**src/rtl/wiper_pkg.sv**
```systemverilog
package wiper_pkg;

   typedef enum logic [1:0] {
      ST_IDLE   = 2'd0,
      ST_ADDR   = 2'd1,
      ST_DATA   = 2'd2,
      ST_COMMIT = 2'd3
   } wstate_e;

   function automatic int cnt_bits(input int n);
      return (n < 2) ? 1 : $clog2(n);
   endfunction

   function automatic int max_of(input int a, input int b);
      return (a > b) ? a : b;
   endfunction

endpackage

```
**src/rtl/wiper_seq_ctrl.sv**
```systemverilog
module wiper_seq_ctrl
   import wiper_pkg::*;
#(
   parameter int ADDR_W = 2,
   parameter int DATA_W = 8
) (
   input  logic    clk,
   input  logic    rst_n,
   input  logic    cs,
   input  logic    busy,
   input  logic    din,
   output wstate_e st,
   output logic    addr_shift,
   output logic    addr_done,
   output logic    data_shift,
   output logic    commit
);

   localparam int CNT_W = cnt_bits(max_of(ADDR_W, DATA_W));
   localparam logic [CNT_W-1:0] ADDR_LAST = CNT_W'(ADDR_W - 1);
   localparam logic [CNT_W-1:0] DATA_LAST = CNT_W'(DATA_W - 1);

   wstate_e          st_q;
   logic [CNT_W-1:0] cnt_q;
   logic             live;

   assign live = cs && !busy;

   always_ff @(posedge clk or negedge rst_n) begin
      if (!rst_n) begin
         st_q  <= ST_IDLE;
         cnt_q <= '0;
      end else if (st_q == ST_COMMIT) begin
         st_q  <= ST_IDLE;
         cnt_q <= '0;
      end else if (!cs) begin
         st_q  <= ST_IDLE;
         cnt_q <= '0;
      end else if (!busy) begin
         unique case (st_q)
            ST_IDLE: begin
               if (din) begin
                  st_q  <= ST_ADDR;
                  cnt_q <= '0;
               end
            end
            ST_ADDR: begin
               if (cnt_q == ADDR_LAST) begin
                  st_q  <= ST_DATA;
                  cnt_q <= '0;
               end else begin
                  cnt_q <= cnt_q + 1'b1;
               end
            end
            ST_DATA: begin
               if (cnt_q == DATA_LAST) begin
                  st_q  <= ST_COMMIT;
                  cnt_q <= '0;
               end else begin
                  cnt_q <= cnt_q + 1'b1;
               end
            end
            default: begin
               st_q  <= ST_IDLE;
               cnt_q <= '0;
            end
         endcase
      end
   end

   always_comb begin
      addr_shift = live && (st_q == ST_ADDR);
      addr_done  = addr_shift && (cnt_q == ADDR_LAST);
      data_shift = live && (st_q == ST_DATA);
      commit     = (st_q == ST_COMMIT);
   end

   assign st = st_q;

endmodule

```
**src/rtl/wiper_shift_path.sv**
```systemverilog
module wiper_shift_path #(
   parameter int ADDR_W         = 2,
   parameter int DATA_W         = 8,
   parameter bit ADDR_MSB_FIRST = 1'b0
) (
   input  logic              clk,
   input  logic              rst_n,
   input  logic              din,
   input  logic              addr_shift,
   input  logic              addr_done,
   input  logic              data_shift,
   input  logic [DATA_W-1:0] rd_val,
   output logic [ADDR_W-1:0] addr_next,
   output logic [ADDR_W-1:0] addr_q,
   output logic [DATA_W-1:0] wr_data,
   output logic              rd_bit
);

   logic [ADDR_W-1:0] addr_r;
   logic [DATA_W-1:0] wr_r;
   logic [DATA_W-1:0] rd_r;

   generate
      if (ADDR_W == 1) begin : g_addr_one
         assign addr_next = din;
      end else if (ADDR_MSB_FIRST) begin : g_addr_msb
         assign addr_next = {addr_r[ADDR_W-2:0], din};
      end else begin : g_addr_lsb
         assign addr_next = {din, addr_r[ADDR_W-1:1]};
      end
   endgenerate

   always_ff @(posedge clk or negedge rst_n) begin
      if (!rst_n) begin
         addr_r <= '0;
      end else if (addr_shift) begin
         addr_r <= addr_next;
      end
   end

   always_ff @(posedge clk or negedge rst_n) begin
      if (!rst_n) begin
         wr_r <= '0;
      end else if (data_shift) begin
         wr_r <= {din, wr_r[DATA_W-1:1]};
      end
   end

   always_ff @(posedge clk or negedge rst_n) begin
      if (!rst_n) begin
         rd_r <= '0;
      end else if (addr_done) begin
         rd_r <= rd_val;
      end else if (data_shift) begin
         rd_r <= {1'b0, rd_r[DATA_W-1:1]};
      end
   end

   assign addr_q  = addr_r;
   assign wr_data = wr_r;
   assign rd_bit  = rd_r[0];

endmodule

```
**src/rtl/wiper_bank.sv**
```systemverilog
module wiper_bank #(
   parameter int              NUM_REGS  = 4,
   parameter int              DATA_W    = 8,
   parameter logic [DATA_W-1:0] RESET_VAL = 8'h80,
   localparam int             ADDR_W    = $clog2(NUM_REGS)
) (
   input  logic                       clk,
   input  logic                       rst_n,
   input  logic                       we,
   input  logic [ADDR_W-1:0]          waddr,
   input  logic [DATA_W-1:0]          wdata,
   input  logic [ADDR_W-1:0]          raddr,
   output logic [DATA_W-1:0]          rdata,
   output logic [NUM_REGS*DATA_W-1:0] regs_flat
);

   logic [DATA_W-1:0] regs [NUM_REGS];

   generate
      for (genvar gi = 0; gi < NUM_REGS; gi++) begin : g_reg
         always_ff @(posedge clk or negedge rst_n) begin
            if (!rst_n) begin
               regs[gi] <= RESET_VAL;
            end else if (we && (waddr == ADDR_W'(gi))) begin
               regs[gi] <= wdata;
            end
         end
         assign regs_flat[gi*DATA_W +: DATA_W] = regs[gi];
      end
   endgenerate

   always_comb begin
      rdata = '0;
      for (int i = 0; i < NUM_REGS; i++) begin
         if (raddr == ADDR_W'(i)) rdata = regs[i];
      end
   end

endmodule

```
**src/rtl/wiper_serial_if.sv**
```systemverilog
module wiper_serial_if
   import wiper_pkg::*;
#(
   parameter int                NUM_REGS       = 4,
   parameter int                DATA_W         = 8,
   parameter logic [DATA_W-1:0] RESET_VAL      = 8'h80,
   parameter bit                ADDR_MSB_FIRST = 1'b0
) (
   input  logic                       clk,
   input  logic                       rst_n,
   input  logic                       cs,
   input  logic                       din,
   input  logic                       busy,
   output logic                       dout,
   output logic                       dout_en,
   output logic [NUM_REGS*DATA_W-1:0] wiper_o
);

   localparam int ADDR_W = $clog2(NUM_REGS);

   generate
      if (NUM_REGS < 2) begin : g_bad_regs
         $error("wiper_serial_if: NUM_REGS must be at least 2");
      end
      if ((1 << ADDR_W) != NUM_REGS) begin : g_bad_pow2
         $error("wiper_serial_if: NUM_REGS must be a power of two");
      end
      if (DATA_W < 2) begin : g_bad_width
         $error("wiper_serial_if: DATA_W must be at least 2");
      end
   endgenerate

   wstate_e           st;
   logic              addr_shift;
   logic              addr_done;
   logic              data_shift;
   logic              commit;
   logic [ADDR_W-1:0] addr_next;
   logic [ADDR_W-1:0] addr_q;
   logic [DATA_W-1:0] wr_data;
   logic [DATA_W-1:0] rd_val;
   logic              rd_bit;

   wiper_seq_ctrl #(
      .ADDR_W (ADDR_W),
      .DATA_W (DATA_W)
   ) u_ctrl (
      .clk        (clk),
      .rst_n      (rst_n),
      .cs         (cs),
      .busy       (busy),
      .din        (din),
      .st         (st),
      .addr_shift (addr_shift),
      .addr_done  (addr_done),
      .data_shift (data_shift),
      .commit     (commit)
   );

   wiper_shift_path #(
      .ADDR_W         (ADDR_W),
      .DATA_W         (DATA_W),
      .ADDR_MSB_FIRST (ADDR_MSB_FIRST)
   ) u_path (
      .clk        (clk),
      .rst_n      (rst_n),
      .din        (din),
      .addr_shift (addr_shift),
      .addr_done  (addr_done),
      .data_shift (data_shift),
      .rd_val     (rd_val),
      .addr_next  (addr_next),
      .addr_q     (addr_q),
      .wr_data    (wr_data),
      .rd_bit     (rd_bit)
   );

   wiper_bank #(
      .NUM_REGS  (NUM_REGS),
      .DATA_W    (DATA_W),
      .RESET_VAL (RESET_VAL)
   ) u_bank (
      .clk       (clk),
      .rst_n     (rst_n),
      .we        (commit),
      .waddr     (addr_q),
      .wdata     (wr_data),
      .raddr     (addr_next),
      .rdata     (rd_val),
      .regs_flat (wiper_o)
   );

   assign dout_en = cs && !busy;
   assign dout    = (dout_en && (st == ST_DATA)) ? rd_bit : 1'b0;

endmodule

```
**config.mk**
```make
export PLATFORM = sky130hd
export DESIGN_NAME = wiper_serial_if
export DESIGN_NICKNAME = d
export VERILOG_FILES = /design/src/rtl/wiper_pkg.sv /design/src/rtl/wiper_seq_ctrl.sv /design/src/rtl/wiper_shift_path.sv /design/src/rtl/wiper_bank.sv /design/src/rtl/wiper_serial_if.sv
export SDC_FILE = /design/constraint.sdc
export NUM_CORES = 1
export LEC_CHECK = 0
export ABC_AREA = 1
export BUFFER_PORTS_ARGS = -buffer_cell sky130_fd_sc_hd__buf_2
export CORE_MARGIN = 1.5
export CORE_UTILIZATION = 28
export CTS_BUF_LIST = sky130_fd_sc_hd__clkbuf_8 sky130_fd_sc_hd__clkbuf_16
export DETAILED_ROUTE_END_ITERATION = 8
export RECOVER_POWER = 25
export SYNTH_ARGS = -nofsm -noshare
export SYNTH_HDL_FRONTEND = slang
export SYNTH_SLANG_ARGS = --single-unit
```
**constraint.sdc**
```tcl
create_clock -name clk -period 1.6 [get_ports clk]
set_input_delay 0.32 -clock clk [delete_from_list [all_inputs] [get_ports clk]]
set_output_delay 0.32 -clock clk [all_outputs]
set_load 0.02 [all_outputs]
```
==> impl_metrics.csv <==
group,metric,value,unit
status,outcome,"finished clean",
yosys,synth_xor_area_share,0,%
floorplan,ioPinCount,39,
route,drcViolationCount,0,
cells_and_area,syn_to_final_growth,19.5,%
yosys,synth_top_cell_by_area,"dfrtp_1",
yosys,synth_edf_count,0,
setup_path,path_class,"register to output pin",
clock_tree,max-clock-path-buffers,2,
floorplan,core,9330,um2
setup_path,worstPathRequired,1280,ps
worst_hold_path,hold_start,"cs",
clock_tree,cts_buffers,5,
yosys,ys_top_cells_by_count,"nand2_1 (69), dfrtp_1 (51), o21ai_0 (32), nand3_1 (28), inv_1 (20)",
setup_path,cp.arrival,1250,ps
setup_path,crit_path_end_kind,"output pin",
setup_path,path_buf_inv,2,
timing,relSlewSlack,64.5,%
yosys,syn_area_per_cell,9.15,um2
yosys,yosysSeqAreaShare,50.9,%
timing,rsz0062_at_grt,"yes",
global_route,grt_max_degree,22,
setup_path,r2r_cells,8,
global_route,antenna_found_initial,0,
cells_and_area,drive_gt1_share,31.2,%
yosys,synthSimpleGateAreaFrac,23.9,%
timing,report.final.slew_viol_count,0,
flow_run,max_cap_viol_count,0,
route,drt_iter0_markers,98,
setup_path,r2r_setup_slack,90,ps
route,num_vias,2184,
floorplan,die_area,10300,um2
floorplan,die-height,101,um
timing,finalClockSkew,3.15,ps
yosys,synth_top_family_by_area,"simple AND/OR/NAND/NOR gates",
yosys,ys_types,28,
yosys,yosys_most_used_dff,"dfrtp_1",
yosys,synth_nets,310,
floorplan,initial_core_util,29.1,%
floorplan,dieWidth,101,um
clock_tree,clkTransAtPathRegs,100,ps
yosys,ys_top_cells_by_area,"dfrtp_1 (47%), nand2_1 (9.5%), o21ai_0 (5.9%), nand3_1 (5.2%), o21ai_2 (5.2%)",
cells_and_area,fin_util,34.8,%
global_route,grt_pass1_wl,10.7,mm
clock_tree,insertion_delay,310,ps
worst_hold_path,min-delay-path-class,"input port to register",
timing,hold_violations,0,
global_route,grt_usage,13.4,%
pwr,powerDensity,1260,nW/um2
route,firstDrtPassIters,4,
cells_and_area,design_area,3250,um2
pwr,power_leakage,1.54,nW
yosys,synth-compound-area-share,15.1,%
route,vias_per_cell,4.57,
pwr,peakVddDrop,0.540,mV
setup_path,cp_slowest_cell,"dfrtp_1",
yosys,ys_async_sr_fraction,100,%
global_route,grt_remaining_overflow,0,
floorplan,row_count,35,
clock_tree,htreeDepth,2,
timing,period_share,97.9,%
yosys,synth_fa_ha_area_share,3.68,%
clock_tree,cts_sinks,55,
setup_path,r2r-end,"u_ctrl.st[0]",
clock_tree,tritoncts,"yes",
yosys,ys.warnings.count,0,
yosys,synth_mux_area_share,0,%
pwr,power.total,4.10,mW
yosys,synthMostInstantiatedCell,"nand2_1",
cells_and_area,fillers,987,
setup_path,cp_slowest_stage_delay,410,ps
setup_path,cp_cell_sequence,"inv_2 > ha_4 > nand2_4 > nor2_4 > buf_6",
setup_path,crit_fanout,3,
placed_design,place_area,3080,um2
timing,tightest_slew,533,ps
placed_design,gp_congestion,0.807,
setup_path,cp_top_family,"flip-flops",
route,wire_per_inst,13.5,um
yosys,synth_top_area_share,47.0,%
placed_design,place_hpwl,4.79,mm
timing,whs,411,ps
timing,fin_crit,1570,ps
clock_tree,root_buffer,"clkbuf_8",
timing,fmax,638,MHz
timing,final.setup.tns,0,ps
route,drtAntennaViolNets,0,
worst_hold_path,hold_depth,5,
placed_design,portBuffers,38,
cells_and_area,final_nets,361,
worst_hold_path,min_to,"u_ctrl.cnt_q[0]",
global_route,grt_pass1_vias,2047,
setup_path,startpoint_type,"register",
setup_path,worstReg2RegStart,"u_ctrl.st[0]",
route,wl,6.46,mm
yosys,syn_area,2720,um2
timing,finalSetupViolCount,0,
yosys,ys_ff_latch,55,
yosys,syn_inst,297,
cells_and_area,diodes,0,
-- how the worst max path moves through the flow --
| stage | start | end | cells after the start |
|---|---|---|---|
| after floorplan | u_ctrl.st[0] | dout | 5 |
| after global placement | u_ctrl.st[1] | u_bank.regs_flat[13] | 4 |
| after detailed placement | u_ctrl.st[0] | u_ctrl.st[0] | 7 |
| after CTS | u_ctrl.st[1] | u_path.rd_r[3] | 6 |
| after global routing | u_ctrl.st[0] | dout | 5 |
| final | u_ctrl.st[0] | dout | 5 |
-- cell type report --
cell class / count / area, um2 / share of cell area, %
clock buffers: 6 / 82.6 / 2.54
inverters: 24 / 92.6 / 2.85
flip-flops and latches: 55 / 1380 / 42.6
repair buffers: 53 / 318 / 9.79
clock inverters: 2 / 16.3 / 0.501
multi-input cells: 209 / 1190 / 36.8
well taps: 129 / 161 / 4.97
-- layout by cell type, fill, tap and decap left out, types with 2 or more instances in the layout --
master / netlist / routed
nand3_4: 3 / 3
o21ai_2: 16 / 16
dfstp_2: 4 / 4
clkbuf_8: 0 / 6
nand2_4: 3 / 3
or2_2: 7 / 7
o21ai_0: 32 / 31
a21oi_1: 7 / 7
inv_2: 3 / 5
buf_2: 1 / 36
nand3_1: 28 / 28
ha_1: 8 / 5
nor2_4: 2 / 3
nor2_1: 16 / 15
ha_4: 0 / 2
nand2_2: 2 / 2
dfrtp_1: 51 / 50
clkbuf_2: 0 / 2
nand2_1: 69 / 69
o21ai_1: 10 / 11
buf_4: 1 / 11
inv_1: 20 / 18
-- per-layer routing --
layer	wire length [um]	vias up	global-route usage, %
met5	0	-	0
met4	51	0	2.88
met3	214	7	2.28
met2	2930	32	20.1
met1	3260	1057	20.2
li1	-	1088	-
-- flip-flops by register name, indices dropped and copies added (netlist names) --
name / cells
u_bank.regs_flat: 32
u_path.rd_r: 8
u_path.wr_data: 8
u_ctrl.cnt_q: 3
u_ctrl.st: 2
u_path.addr_q: 2
-- power breakdown --
| part | total (mW) | switching (mW) | internal, mW |
|---|---|---|---|
| combinational | 1.39 | 0.873 | 0.518 |
| sequential | 1.87 | 0.212 | 1.66 |
| clock | 0.837 | 0.482 | 0.355 |
| total | 4.10 | 1.57 | 2.53 |
-- timing repair --
item	4_1_cts	5_1_grt
buffers inserted	2	1
endpoints found under the hold margin	15	0
pin swaps	0	1
hold buffers	1	0
endpoints found under the setup margin	1	10
gates cloned	0	0
resized for setup	8	5
-- cells by family (layout without fill, tap and decap cells) --
group | count (synthesis) | after routing
buffers and inverters | 33 | 85
AO/OA/AOI/OAI | 67 | 67
AND/OR/NAND/NOR | 134 | 134
adder cells (fa/ha/maj) | 8 | 8
flip-flops | 55 | 55
-- stage by stage --
stage | std cells | setup WS, ps
floorplan | 297 | 44.2
global placement | 466 | 115
detailed placement | 466 | 45.3
CTS | 477 | 3.83
global route | 478 | -21.3
finish | 478 | 33.5
-- worst register-to-register path: stages (launching register included) --
cell	delay, ps
dfrtp_1	410
buf_4	160
ha_2	270
inv_2	80
nand2_2	70
o21ai_4	210
inv_4	70
nand3_1	90
nand2_1	60
Power figures use the tool's default switching activity.
